<file path="src/rtl/alu_exec_pkg.sv">
`timescale 1ns/1ps
package alu_exec_pkg;

  localparam int INSTR_W   = 16;
  localparam int REG_IDX_W = 5;
  localparam int OPC_W     = 6;

  localparam logic [OPC_W-1:0] OPC_SUB  = 6'b001101;
  localparam logic [OPC_W-1:0] OPC_RSUB = 6'b001100;
  localparam logic [OPC_W-1:0] OPC_XOR  = 6'b001001;
  localparam logic [OPC_W-1:0] OPC_TEST = 6'b001011;
  localparam logic [OPC_W-1:0] OPC_XORI = 6'b110101;

  typedef enum logic [2:0] {
    OP_NONE,
    OP_SUB,
    OP_RSUB,
    OP_XOR,
    OP_XORI,
    OP_TEST,
    OP_EXT
  } opKind_e;

  // Strobes handed from decode to the datapath
  typedef struct packed {
    opKind_e                kind;
    logic                   writeEn;
    logic                   arithFlags;
    logic                   logicFlags;
    logic                   extSigned;
    logic                   extHalf;
    logic [REG_IDX_W-1:0]   destIdx;
    logic                   illegal;
  } ctrlStrobe_t;

endpackage

</file>
<file path="src/rtl/alu_exec_ctrl.sv">
`timescale 1ns/1ps
module alu_exec_ctrl
  import alu_exec_pkg::*;
(
  input  logic [INSTR_W-1:0] instrWord,
  output ctrlStrobe_t        ctrl
);

  localparam int REG2_LSB = INSTR_W - REG_IDX_W;
  localparam int OPC_LSB  = REG_IDX_W;

  logic [OPC_W-1:0]     opcode;
  logic [REG_IDX_W-1:0] reg1Idx;
  logic [REG_IDX_W-1:0] reg2Idx;
  logic                 isExtForm;

  assign opcode    = instrWord[OPC_LSB +: OPC_W];
  assign reg1Idx   = instrWord[REG_IDX_W-1:0];
  assign reg2Idx   = instrWord[REG2_LSB +: REG_IDX_W];
  // Single-register forms: upper byte clear, bit 7 set
  assign isExtForm = (instrWord[INSTR_W-1:8] == '0) && instrWord[7];

  always_comb begin
    ctrl      = '0;
    ctrl.kind = OP_NONE;
    if (isExtForm) begin
      ctrl.kind      = OP_EXT;
      ctrl.writeEn   = 1'b1;
      ctrl.extSigned = instrWord[5];
      ctrl.extHalf   = instrWord[6];
      ctrl.destIdx   = reg1Idx;
    end else begin
      ctrl.destIdx = reg2Idx;
      case (opcode)
        OPC_SUB: begin
          ctrl.kind       = OP_SUB;
          ctrl.writeEn    = 1'b1;
          ctrl.arithFlags = 1'b1;
        end
        OPC_RSUB: begin
          ctrl.kind       = OP_RSUB;
          ctrl.writeEn    = 1'b1;
          ctrl.arithFlags = 1'b1;
        end
        OPC_XOR: begin
          ctrl.kind       = OP_XOR;
          ctrl.writeEn    = 1'b1;
          ctrl.logicFlags = 1'b1;
        end
        OPC_XORI: begin
          ctrl.kind       = OP_XORI;
          ctrl.writeEn    = 1'b1;
          ctrl.logicFlags = 1'b1;
        end
        OPC_TEST: begin
          ctrl.kind       = OP_TEST;
          ctrl.logicFlags = 1'b1;
        end
        default: begin
          ctrl.illegal = 1'b1;
        end
      endcase
    end
  end

endmodule

</file>
<file path="src/rtl/alu_exec_dp.sv">
`timescale 1ns/1ps
module alu_exec_dp
  import alu_exec_pkg::*;
#(
  parameter int DATA_W = 32,
  parameter int IMM_W  = 16
) (
  input  logic                 clk,
  input  logic                 rstN,
  input  logic                 issueValid,
  input  ctrlStrobe_t          ctrl,
  input  logic [IMM_W-1:0]     immWord,
  input  logic [DATA_W-1:0]    reg1Val,
  input  logic [DATA_W-1:0]    reg2Val,
  output logic                 wbEn,
  output logic [REG_IDX_W-1:0] wbIndex,
  output logic [DATA_W-1:0]    wbData,
  output logic                 flagCy,
  output logic                 flagOv,
  output logic                 flagS,
  output logic                 flagZ,
  output logic                 illegal
);

  localparam int MSB       = DATA_W - 1;
  localparam int EXT_KINDS = 2;   // byte, halfword

  logic [DATA_W-1:0] subA;
  logic [DATA_W-1:0] subB;
  logic [DATA_W-1:0] diff;
  logic              borrow;
  logic              overflow;
  logic [DATA_W-1:0] immExt;
  logic [DATA_W-1:0] result;
  logic [EXT_KINDS-1:0][DATA_W-1:0] extZero;
  logic [EXT_KINDS-1:0][DATA_W-1:0] extSign;
  logic              doWrite;
  logic              flagsFromWb;

  // One subtractor serves both operand orders
  assign subA = (ctrl.kind == OP_RSUB) ? reg1Val : reg2Val;
  assign subB = (ctrl.kind == OP_RSUB) ? reg2Val : reg1Val;
  assign {borrow, diff} = {1'b0, subA} - {1'b0, subB};
  assign overflow = (subA[MSB] ^ subB[MSB]) & (diff[MSB] ^ subA[MSB]);

  assign immExt = {{(DATA_W-IMM_W){1'b0}}, immWord};

  for (genvar k = 0; k < EXT_KINDS; k++) begin : g_ext
    localparam int W = 8 << k;
    assign extZero[k] = {{(DATA_W-W){1'b0}}, reg1Val[W-1:0]};
    assign extSign[k] = {{(DATA_W-W){reg1Val[W-1]}}, reg1Val[W-1:0]};
  end

  always_comb begin
    case (ctrl.kind)
      OP_SUB, OP_RSUB: result = diff;
      OP_XOR:          result = reg2Val ^ reg1Val;
      OP_XORI:         result = reg1Val ^ immExt;
      OP_TEST:         result = reg2Val & reg1Val;
      OP_EXT:          result = ctrl.extSigned ? extSign[ctrl.extHalf]
                                               : extZero[ctrl.extHalf];
      default:         result = '0;
    endcase
  end

  assign doWrite = issueValid & ctrl.writeEn;

  always_ff @(posedge clk or negedge rstN) begin
    if (!rstN) begin
      wbEn        <= 1'b0;
      wbIndex     <= '0;
      wbData      <= '0;
      illegal     <= 1'b0;
      flagCy      <= 1'b0;
      flagOv      <= 1'b0;
      flagS       <= 1'b0;
      flagZ       <= 1'b0;
      flagsFromWb <= 1'b0;
    end else begin
      wbEn        <= doWrite;
      illegal     <= issueValid & ctrl.illegal;
      flagsFromWb <= doWrite & (ctrl.arithFlags | ctrl.logicFlags);
      if (doWrite) begin
        wbData  <= result;
        wbIndex <= ctrl.destIdx;
      end
      if (issueValid && ctrl.arithFlags) begin
        flagCy <= borrow;
        flagOv <= overflow;
        flagS  <= result[MSB];
        flagZ  <= (result == '0);
      end else if (issueValid && ctrl.logicFlags) begin
        flagOv <= 1'b0;
        flagS  <= result[MSB];
        flagZ  <= (result == '0);
      end
    end
  end

  // an idle edge clears the strobes
  a_r11_idle_quiet: assert property (@(posedge clk) disable iff (!rstN)
    !issueValid |=> (!wbEn && !illegal));

  // test never writes
  a_r6_test_no_write: assert property (@(posedge clk) disable iff (!rstN)
    (issueValid && ctrl.kind == OP_TEST) |=> !wbEn);

  // logical operations clear overflow and keep carry
  a_r7_logic_ov_clear: assert property (@(posedge clk) disable iff (!rstN)
    (issueValid && ctrl.logicFlags) |=> (!flagOv && flagCy == $past(flagCy)));

  // extends leave the flags alone
  a_r9_ext_flags_stable: assert property (@(posedge clk) disable iff (!rstN)
    (issueValid && ctrl.kind == OP_EXT) |=> $stable({flagCy, flagOv, flagS, flagZ}));

  // illegal encodings raise the flag and touch nothing else
  a_r10_illegal_inert: assert property (@(posedge clk) disable iff (!rstN)
    (issueValid && ctrl.illegal) |=>
      (illegal && !wbEn && $stable({flagCy, flagOv, flagS, flagZ})));

  // sign and zero track the value written back
  a_r3_sz_match_result: assert property (@(posedge clk) disable iff (!rstN)
    flagsFromWb |-> (flagZ == (wbData == '0) && flagS == wbData[MSB]));

  // never write and flag illegal together
  a_r10_exclusive: assert property (@(posedge clk) disable iff (!rstN)
    !(wbEn && illegal));

endmodule

</file>
<file path="src/rtl/alu_exec_unit.sv">
`timescale 1ns/1ps
module alu_exec_unit
  import alu_exec_pkg::*;
#(
  parameter int DATA_W = 32,
  parameter int IMM_W  = 16
) (
  input  logic                 clk,
  input  logic                 rstN,
  input  logic                 issueValid,
  input  logic [INSTR_W-1:0]   instrWord,
  input  logic [IMM_W-1:0]     immWord,
  input  logic [DATA_W-1:0]    reg1Val,
  input  logic [DATA_W-1:0]    reg2Val,
  output logic                 wbEn,
  output logic [REG_IDX_W-1:0] wbIndex,
  output logic [DATA_W-1:0]    wbData,
  output logic                 flagCy,
  output logic                 flagOv,
  output logic                 flagS,
  output logic                 flagZ,
  output logic                 illegal
);

  ctrlStrobe_t ctrl;

  alu_exec_ctrl u_ctrl (
    .instrWord (instrWord),
    .ctrl      (ctrl)
  );

  alu_exec_dp #(
    .DATA_W (DATA_W),
    .IMM_W  (IMM_W)
  ) u_dp (
    .clk        (clk),
    .rstN       (rstN),
    .issueValid (issueValid),
    .ctrl       (ctrl),
    .immWord    (immWord),
    .reg1Val    (reg1Val),
    .reg2Val    (reg2Val),
    .wbEn       (wbEn),
    .wbIndex    (wbIndex),
    .wbData     (wbData),
    .flagCy     (flagCy),
    .flagOv     (flagOv),
    .flagS      (flagS),
    .flagZ      (flagZ),
    .illegal    (illegal)
  );

endmodule

</file>
<file path="config.mk">
export PLATFORM = sky130hd
export DESIGN_NAME = alu_exec_unit
export DESIGN_NICKNAME = d
export VERILOG_FILES = /design/src/rtl/alu_exec_pkg.sv /design/src/rtl/alu_exec_ctrl.sv /design/src/rtl/alu_exec_dp.sv /design/src/rtl/alu_exec_unit.sv
export SDC_FILE = /design/constraint.sdc
export NUM_CORES = 1
export LEC_CHECK = 0
export ABC_CLOCK_PERIOD_IN_PS = 1000
export BUFFER_PORTS_ARGS = -buffer_cell sky130_fd_sc_hd__buf_2
export CORE_UTILIZATION = 45
export DETAILED_ROUTE_END_ITERATION = 7
export PLACE_DENSITY = 0.67
export RECOVER_POWER = 25
export SYNTH_ARGS = -nofsm -noshare
export SYNTH_HDL_FRONTEND = slang
export SYNTH_SLANG_ARGS = --single-unit
export TNS_END_PERCENT = 5
</file>
<file path="constraint.sdc">
create_clock -name clk -period 1 [get_ports clk]
set_input_delay 0.05 -clock clk [delete_from_list [all_inputs] [get_ports clk]]
set_output_delay 0.05 -clock clk [all_outputs]
set_load 0.01 [all_outputs]
</file>
After elaboration in Yosys (flattened, before gate mapping)
Cells that the tools add are included.

word-level totals
  register bits after elaboration = 43
  output and inout port bits = 43
  memories kept = 0
  memory bits (read-only) = 0
  word-level logic and storage cells = 64
  latch bits = 0
  memory bits (writable) = 0
  input bits = 99

operators by class
  add/subtract/negate cells = 1
  multiply operators = 0
  shifts and indexed selects = 0
  order comparisons = 1
  bitwise operators = 8
  reduce and logical (&&, ||, !) cells = 11
  eq/ne operators = 11
  muxes and demuxes = 24
  div/mod/pow operators = 0

operators with widths
  cell                                                                   count
  32-bit 2-to-1 mux                                                      6
  32-bit case mux with 5 select lines                                    1
  32-bit by 32-bit subtractor with 33-bit output                         1
  32-bit AND                                                             1
  32-bit zero test                                                       1
  32-bit by 16-bit bitwise XOR with 32-bit output                        1
  32-bit bitwise XOR                                                     1
  6-bit by 4-bit equality test with 1-bit output, second input constant  4
  16-bit 2-to-1 mux                                                      1
  3-bit case mux with 5 select lines                                     1
  1-bit 2-to-1 mux                                                       11
  3-bit equality test, second input constant                             3
  8-bit zero test                                                        1
  3-bit by 2-bit equality test with 1-bit output, second input constant  2
  6-bit equality test, second input constant                             1
  5-bit 2-to-1 mux                                                       1
  5-bit OR reduction                                                     1
  2-bit 2-to-1 mux                                                       2
  4-bit 2-to-1 mux                                                       1
  2-bit OR reduction                                                     2
  4-bit OR reduction                                                     1
  1-bit AND                                                              3
  3-bit by 1-bit equality test with 1-bit output, second input constant  1
  1-bit logical AND                                                      3
  4 further kinds                                                        5

Depth between registers and ports, before layout
Gate-level depths: netlist (run 1).

  depth after elaboration = 11
  gate-level depth with buffers = 20
  mapped depth without buffers = 16

By module
From an unflattened synthesis (run 1), not the netlist that was laid out.

second synthesis, totals
  cell total of the unflattened synthesis = 765
  area, all modules = 5,910.7 sq um

modules (own cells, without submodules)
  module         instances  cells each  seq. area each (sq um)  area each (sq um)
  alu_exec_dp    1          726         1,076.0                 5,645.4
  alu_exec_ctrl  1          39          0.0                     265.3

Worst setup path before layout (run 1)
No wires, ideal clock.

  path kind = in2reg
  start = in instrWord[6]
  end = reg u_dp.flagZ
  path buffers = 4
  stages on the path = 20
  arrival time = 3,533 ps
  data required time = 934 ps
  path slack = -2,599 ps
  setup time = 66 ps
  cell sequence = buf_6 or4b_4 buf_6 nor2_8 buf_8 buf_6 nor2_1 nor2_1 ha_1 a31oi_1 a211o_1 a21o_1 a21o_1 a211o_1 a21oi_1 nor3_1 nor3b_1 a211o_1 nor4_2 a31o_1

between the ends
  word-level cells in the longest chain between the ends = 10
  elaborated cells on any way between the ends = 35
  classes of those cells = add/sub (1); eq/ne (11); mux (16); reduce/logical (7)

ends and longest elaborated chain
  item                                                                                   RTL line                                                 text
  start: declaration                                                                     alu_exec_unit.sv:11                                      input logic [INSTR_W-1:0] instrWord,
  6-bit by 4-bit equality test with 1-bit output or 6-bit equality test (tied branches)  alu_exec_ctrl.sv:34                                      case (opcode)
  3-bit case mux with 5 select lines                                                     alu_exec_ctrl.sv:34
  4-bit 2-to-1 mux                                                                       alu_exec_ctrl.sv:26                                      if (isExtForm) begin
  3-bit by 2-bit equality test with 1-bit output                                         alu_exec_dp.sv:41, alu_exec_dp.sv:42, alu_exec_dp.sv:55
  32-bit 2-to-1 mux (on tied branches)                                                   alu_exec_dp.sv:41, alu_exec_dp.sv:42
  32-bit by 32-bit subtractor with 33-bit output                                         alu_exec_dp.sv:43                                        assign {borrow, diff} = {1'b0, subA} - {1'b0, subB};
  32-bit case mux with 5 select lines                                                    alu_exec_dp.sv:55                                        case (ctrl.kind)
  32-bit zero test                                                                       alu_exec_dp.sv:91, alu_exec_dp.sv:95
  1-bit 2-to-1 mux                                                                       alu_exec_dp.sv:92                                        end else if (issueValid && ctrl.logicFlags) begin
  1-bit 2-to-1 mux                                                                       alu_exec_dp.sv:87                                        if (issueValid && ctrl.arithFlags) begin
  end signal: assignment                                                                 alu_exec_dp.sv:91                                        flagZ <= (result == '0);
  end signal: assignment                                                                 alu_exec_dp.sv:95                                        flagZ <= (result == '0);
  end: declaration                                                                       alu_exec_dp.sv:21                                        output logic flagZ,

Several ways; a longest one is shown, not always the timed one. The select of a mux whose other input is x is not followed.
A chain may end at the register's enable or synchronous reset.

Worst setup path after layout (run 1)
  start = in instrWord[9]
  end = reg u_dp.flagZ

between the ends
  word-level cells in the longest chain between the ends = 10
  elaborated cells on any way between the ends = 37
  classes of those cells = add/sub (1); eq/ne (11); mux (16); reduce/logical (9)

ends and longest elaborated chain
  item                                                                                 RTL line
  6-bit by 4-bit equality test with 1-bit output, or another cell as far along         alu_exec_ctrl.sv:34
  3-bit case mux with 5 select lines or 1-bit logical AND (tied branches)              alu_exec_ctrl.sv:34, alu_exec_ctrl.sv:21
  4-bit 2-to-1 mux or 2-bit 2-to-1 mux (tied branches)                                 alu_exec_ctrl.sv:26
  3-bit by 2-bit equality test with 1-bit output, or another cell as far along         alu_exec_dp.sv:41, alu_exec_dp.sv:42, alu_exec_dp.sv:55
  32-bit 2-to-1 mux (on tied branches)                                                 n/a
  32-bit by 32-bit subtractor with 33-bit output or 32-bit 2-to-1 mux (tied branches)  alu_exec_dp.sv:43, alu_exec_dp.sv:60
  32-bit case mux with 5 select lines                                                  alu_exec_dp.sv:55
  32-bit zero test                                                                     alu_exec_dp.sv:91, alu_exec_dp.sv:95
  1-bit 2-to-1 mux                                                                     alu_exec_dp.sv:92
  1-bit 2-to-1 mux                                                                     alu_exec_dp.sv:87

Several ways; a longest one is shown, not always the timed one. The select of a mux whose other input is x is not followed.

==> results.yml, run 1 <==
outcome:
  status: "finished, violations left"
  violations: "setup timing"
clock_tree:
  insertion_delay_ps: 290
  cts_root_buffer: "clkbuf_16"
  clk_path_buf_depth: 2
  htree_levels: 2
  clk_pin_slew_worst_paths_ps: 60
  numCtsBuffers: 5
  clkSinkCount: 43
  post_cts.repair.setup_buffers: 0
  cts_tree: "done"
power_and_ir_drop:
  seqPwrFrac: 0.274
  power.clock.fraction: 0.208
  peakVddDrop_uv: 588
  total_power_mw: 7.68
  combPwrFrac: 0.518
  power.switching_mw: 2.87
  intPower_mw: 4.81
  p_sw_frac: 0.374
  powerDensity_nw_per_um2: 864
  leakage_nw: 4.33
synthesis:
  yosysMostFrequentCell: "nand2_1"
  synth_seq_cells: 43
  yosys-top-cells-count: "nand2_1, o21ai_0, nor2_1"
  syn_nets: 901
  async_flop_share: 1.00
  syn_area_per_cell_um2: 7.35
  synth_top_area_frac: 0.190
  syn_inst: 769
  yosysUniqueCellTypes: 83
  synth_compound_area_frac: 0.335
  yosysWarningCount: 0
  synth_edf_count: 0
  yosys.area_share.simple: 0.296
  yosysTopAreaCell: "dfrtp_1"
  ys_seq_area_frac: 0.190
  synth_top_family_by_area: "compound AO/OA/AOI/OAI gates"
  syn_area_um2: 5650
  synth_mux_area_frac: 0.0259
  synth-xor-area-share: 0.0264
  synth-adder-area-share: 0.0731
  ys.flop_type: "dfrtp_1"
  synth.top_cells.by_area: "dfrtp_1, ha_1, nand2_1"
worst_setup_path:
  r2r_end: "u_dp.flagZ$_DFFE_PN0P_"
  crit_chain: "buf_6, buf_4, nor4b_4, nand2_2, nor2_1, nor2_1, ha_2, a211oi_1, o21a_1, a21oi_1, a211oi_1, buf_4, and4b_1, nand4_1, nor3_1, nand4_1, nor4_2, and4_1, a31o_1"
  endpoint_kind: "flop"
  crit_required_ps: 1230
  crit_path_start: "instrWord[9]"
  slowest_stage: "nor4b_4"
  crit_fanout: 4
  cp.arrival_ps: 3330
  reg2reg_from: "u_dp.flagZ$_DFFE_PN0P_"
  worst_setup_path_start_kind: "input pin"
  worst_r2r_path_depth: 2
  timing.reg2reg.setup_slack_ps: 190
  crit_type: "input pin to flop"
  slowest_delay_ps: 320
finish:
  stdcell_count: 1316
  multiInputGateArea_um2: 4520
  final-seq-area_um2: 1080
  utilization: 0.733
  diodes: 0
  fill_cells: 1020
  drive_above_1_share: 0.440
  syn2layout_area_growth_pct: 57.3
  final_nets: 1279
place:
  gp_congestion: 0.982
  io_buffer_count: 141
  dp.final_hpwl_um: 20100
  dpl.cell_count: 1307
sta:
  fin_crit_sh: 3.11
  whs_ps: 52.6
  hold_violations: 0
  fmax_mhz: 322
  setup_tns_ps: -59450
  drv_slew: 0
  rsz0062_at_grt: "yes"
  worstMarginPinSlew_ps: 582
  finClkSkew_ps: 0
  relSlewSlack: 0.608
  setup_slack_ps: -2110
  setup_viol: 42
  fin_crit_ps: 3110
die:
  die-area_um2: 13000
  io_pins: 142
  initial_utilization: 0.466
  coreArea_um2: 12100
  die_h_um: 114
  chipWidth_um: 114
  rows: 40
global_route:
  grt_pass1_vias: 7854
  antenna_found_initial: 0
  grt_overflow_total: 0
  grt_pass1_wl_um: 39700
  track_usage: 0.388
  grt_max_degree: 54
worst_hold_path:
  min_from: "instrWord[0]"
  hp-class: "input pin to flop"
  hold_end: "u_dp.wbIndex[0]$_DFFE_PN0P_"
  whs_path_depth: 3
route:
  ant_nets: 0
  drt_pass1_iterations: 5
  drt-met1-wl_um: 10800
  routed-wl-met2_um: 12000
  wirelength_um: 25100
  drt_iter0_drc: 647
  vias: 7781
  wl_met3_um: 1730
  wl_per_cell_um: 19.1
  drc: 0
  vias_per_cell: 5.91
  highest_layer: "met4"
run:
  maxCapViolCount: 0
## critical path, delay by kind of cell
kind / cells / cell delay [ps]
AOI/OAI and AO/OA: 5 / 930
adders and majority gates: 1 / 170
buffers and inverters: 3 / 410
and+or+nand+nor: 10 / 1760
## placed cells by master (no fill, tap or decap), drive strengths merged, types with 10 or more instances in the layout
master and instances:
a21oi 60, o21a 12, nand3 15, inv 15, a221o 10, nor3b 19, dfrtp 43, or2 10
ha 33, nand2 108, o31ai 10, buf 421, o211ai 12, o21ai 65, a211oi 11, nor2b 30
nor3 16, a221oi 12, nor2 60, nor4 14, nand2b 12, a22oi 19
## how the worst max path moves through the flow
stage,to,slack [ps],cells after the start
2_1_floorplan,u_dp.flagZ$_DFFE_PN0P_,-2400,20
3_3_place_gp,u_dp.flagZ$_DFFE_PN0P_,-2560,18
3_5_place_dp,u_dp.flagZ$_DFFE_PN0P_,-2550,18
4_1_cts,u_dp.flagZ$_DFFE_PN0P_,-2110,17
5_1_grt,u_dp.flagZ$_DFFE_PN0P_,-2270,18
6_report,u_dp.flagZ$_DFFE_PN0P_,-2110,19
## cell families (layout without fill, tap and decap cells)
kind of cell             after synthesis  in the layout
AO/OA/AOI/OAI                        273            273
XOR/XNOR                              17             17
multiplexers                          14             14
AND/OR/NAND/NOR                      322            322
adder cells (fa/ha/maj)               33             33
flip-flops                            43             43
buffers and inverters                 67            446
## power by group through the flow
stage,sequential (mW),clock (mW),combinational [mW]
final,2.10,1.60,3.98
after CTS,2.10,1.59,3.85
after global placement,2.10,0,3.62
after floorplan,2.22,0,1.53
after detailed placement,2.12,0,3.72
after global routing,2.13,1.67,4.28
## cell type report
cell class,instances,share of cell area
sequential,43,0.121
multi-input combinational,659,0.509
clock inverter,3,0.00225
tap,168,0.0237
inverter,15,0.00634
clock buffer,5,0.0141
timing repair buffer,423,0.324
## per-stage QoR
step           setup WS (ps)  instance area [um2]
2_1_floorplan          -2400                 5660
3_3_place_gp           -2560                 8470
3_5_place_dp           -2550                 8470
4_1_cts                -2110                 8810
5_1_grt                -2270                 8880
6_report               -2110                 8880
## layer usage
metal | GRT usage | up-vias
met5 | 0 | -
met4 | 0.126 | 0
met3 | 0.0361 | 52
met2 | 0.674 | 371
met1 | 0.506 | 3705
li1 | - | 3653
## flip-flops by register name (all words and copies together) (netlist names)
signal,count
u_dp.wbData,32
u_dp.wbIndex,5
u_dp.flagCy,1
u_dp.flagOv,1
u_dp.flagS,1
u_dp.flagZ,1
u_dp.illegal,1
u_dp.wbEn,1
## what timing repair did
| item | CTS | global route |
|---|---|---|
| hold buffers | 1 | 0 |
| pin swaps | 16 | 7 |
| resized for setup | 47 | 19 |
| setup endpoints to repair | 43 | 43 |
| endpoints found under the hold margin | 43 | 0 |
Note: power is estimated with default switching activity, not from simulation.
==> run 2: changes to the inputs <==
Settings changed: CTS_BUF_LIST set to sky130_fd_sc_hd__clkbuf_16, GPL_ROUTABILITY_DRIVEN set to 0.
==> results.yml, run 2 (synthesized netlist as in run 1, its figures left out) <==
outcome:
  status: "finished, violations left"
  violations: "setup timing"
clock_tree:
  clk_path_buf_depth: 2
  clk_pin_slew_worst_paths_ps: 60
  cts_tree: "done"
  numCtsBuffers: 5
  cts_root_buffer: "clkbuf_16"
  htree_levels: 2
  insertion_delay_ps: 280
  clkSinkCount: 43
sta:
  setup_tns_ps: -57740
  hold_violations: 0
  worstMarginPinSlew_ps: 581
  relSlewSlack: 0.613
  setup_slack_ps: -2060
  fin_crit_sh: 3.06
  drv_slew: 0
  fin_crit_ps: 3060
  whs_ps: 56.8
  setup_viol: 42
  finClkSkew_ps: 0
  rsz0062_at_grt: "yes"
  fmax_mhz: 327
worst_setup_path:
  cp_num_buf_inv: 3
  crit_fanout: 6
  slowest_delay_ps: 570
  cp.arrival_ps: 3280
  worst_setup_path_start_kind: "input pin"
  worst_r2r_path_depth: 2
  cp_top_family: "compound AO/OA/AOI/OAI gates"
  cp_num_cells: 15
  crit_chain: "buf_6, or4b_4, buf_6, a2111oi_4, a21oi_2, a22o_1, a311oi_2, o21a_1, buf_4, o311a_4, mux2i_1, nand2_1, nor4_2, and4_1, a31o_1"
  slowest_stage: "or4b_4"
  crit_type: "input pin to flop"
  crit_required_ps: 1220
  path_common_cell: "buf_6"
  endpoint_kind: "flop"
finish:
  fill_cells: 958
  multiInputGateArea_um2: 4510
  final_cell_mix: "buf_4, buf_2, nand2_1, nor2_1"
  diodes: 0
  largest_reg_flops: 32
  utilization: 0.732
  finalInstanceArea_um2: 8870
  regMostFlops: "u_dp.wbData"
  final_nets: 1274
  drive_above_1_share: 0.438
  final-seq-area_um2: 1080
  final_common_cell: "buf_4"
  reg.largest.list: "u_dp.wbData: 32 flops, u_dp.wbIndex: 5 flops"
  syn2layout_area_growth_pct: 57.0
route:
  vias: 7879
  wirelength_um: 23100
  vias_per_cell: 6.01
  drc: 0
  drt_pass1_iterations: 6
  ant_nets: 0
  drt_iter0_drc: 780
  wl_per_cell_um: 17.7
global_route:
  antenna_found_initial: 0
  grt_pass1_wl_um: 36600
  grt_max_degree: 54
  grt_overflow_total: 0
  track_usage: 0.351
  grt_pass1_vias: 7679
power_and_ir_drop:
  p_sw_frac: 0.351
  peakVddDrop_uv: 655
  power.switching_mw: 2.73
  intPower_mw: 5.05
  combPwrFrac: 0.502
  leakage_nw: 4.32
  powerDensity_nw_per_um2: 877
  seqPwrFrac: 0.269
  power.clock.fraction: 0.228
  total_power_mw: 7.78
place:
  io_buffer_count: 141
  dpl-instance-area_um2: 8380
  dp.final_hpwl_um: 18600
die:
  initial_utilization: 0.466
  die-area_um2: 13000
  rows: 40
  coreArea_um2: 12100
  io_pins: 142
  die_h_um: 114
  chipWidth_um: 114
worst_hold_path:
  hp-class: "input pin to flop"
  whs_path_depth: 3
run:
  maxCapViolCount: 0
-- run 2: cell type report --
type | instances | area share
tap | 168 | 0.0237
sequential | 43 | 0.121
clock buffer | 5 | 0.0141
timing repair buffer | 418 | 0.322
multi-input combinational | 659 | 0.508
clock inverter | 3 | 0.00437
inverter | 15 | 0.00635
-- run 2: worst reg2reg max path: stages (launching register included) --
cell and delay (ps):
dfrtp_1 400, and2_1 140, a31o_1 180
-- run 2: layer usage --
| metal | vias up | global-route usage | wire length, um |
|---|---|---|---|
| met5 | - | 0 | 0 |
| met4 | 0 | 0.165 | 911 |
| met3 | 90 | 0.0558 | 2080 |
| met2 | 427 | 0.587 | 10800 |
| met1 | 3728 | 0.443 | 9310 |
| li1 | 3634 | - | - |
-- run 2: worst paths after layout --
kind / slack, ps / start / to
hold / removal: 60 / instrWord[0] / u_dp.wbIndex[0]$_DFFE_PN0P_
min in group asynchronous: 180 / rstN / u_dp.wbData[3]$_DFFE_PN0P_
max in group asynchronous: 190 / rstN / u_dp.wbData[29]$_DFFE_PN0P_
hold reg to reg: 480 / u_dp.wbIndex[4]$_DFFE_PN0P_ / u_dp.wbIndex[4]$_DFFE_PN0P_
setup reg to reg: 160 / u_dp.flagZ$_DFFE_PN0P_ / u_dp.flagZ$_DFFE_PN0P_
setup / recovery: -2060 / instrWord[9] / u_dp.flagZ$_DFFE_PN0P_
-- run 2: repair_timing --
action / in CTS / in global routing
resized for setup: 52 / 29
hold endpoints to repair: 43 / 0
endpoints found under the setup margin: 42 / 43
pin swaps: 29 / 17
buffers inserted: 3 / 3
hold buffers: 1 / 0
gates cloned: 0 / 0
-- run 2: power by group through the flow --
stage               logic, mW  clock network (mW)  registers (mW)
detailed placement       3.61                   0            2.12
global route             4.21                1.86            2.11
finish                   3.91                1.78            2.10
CTS                      3.74                1.80            2.10
global placement         3.50                   0            2.10
floorplan                1.53                   0            2.22
-- run 2: through the flow --
step / setup WS (ps) / cells
floorplan: -2400 / 769
global placement: -2320 / 1296
detailed placement: -2380 / 1296
CTS: -2050 / 1308
global route: -2160 / 1311
finish: -2060 / 1311
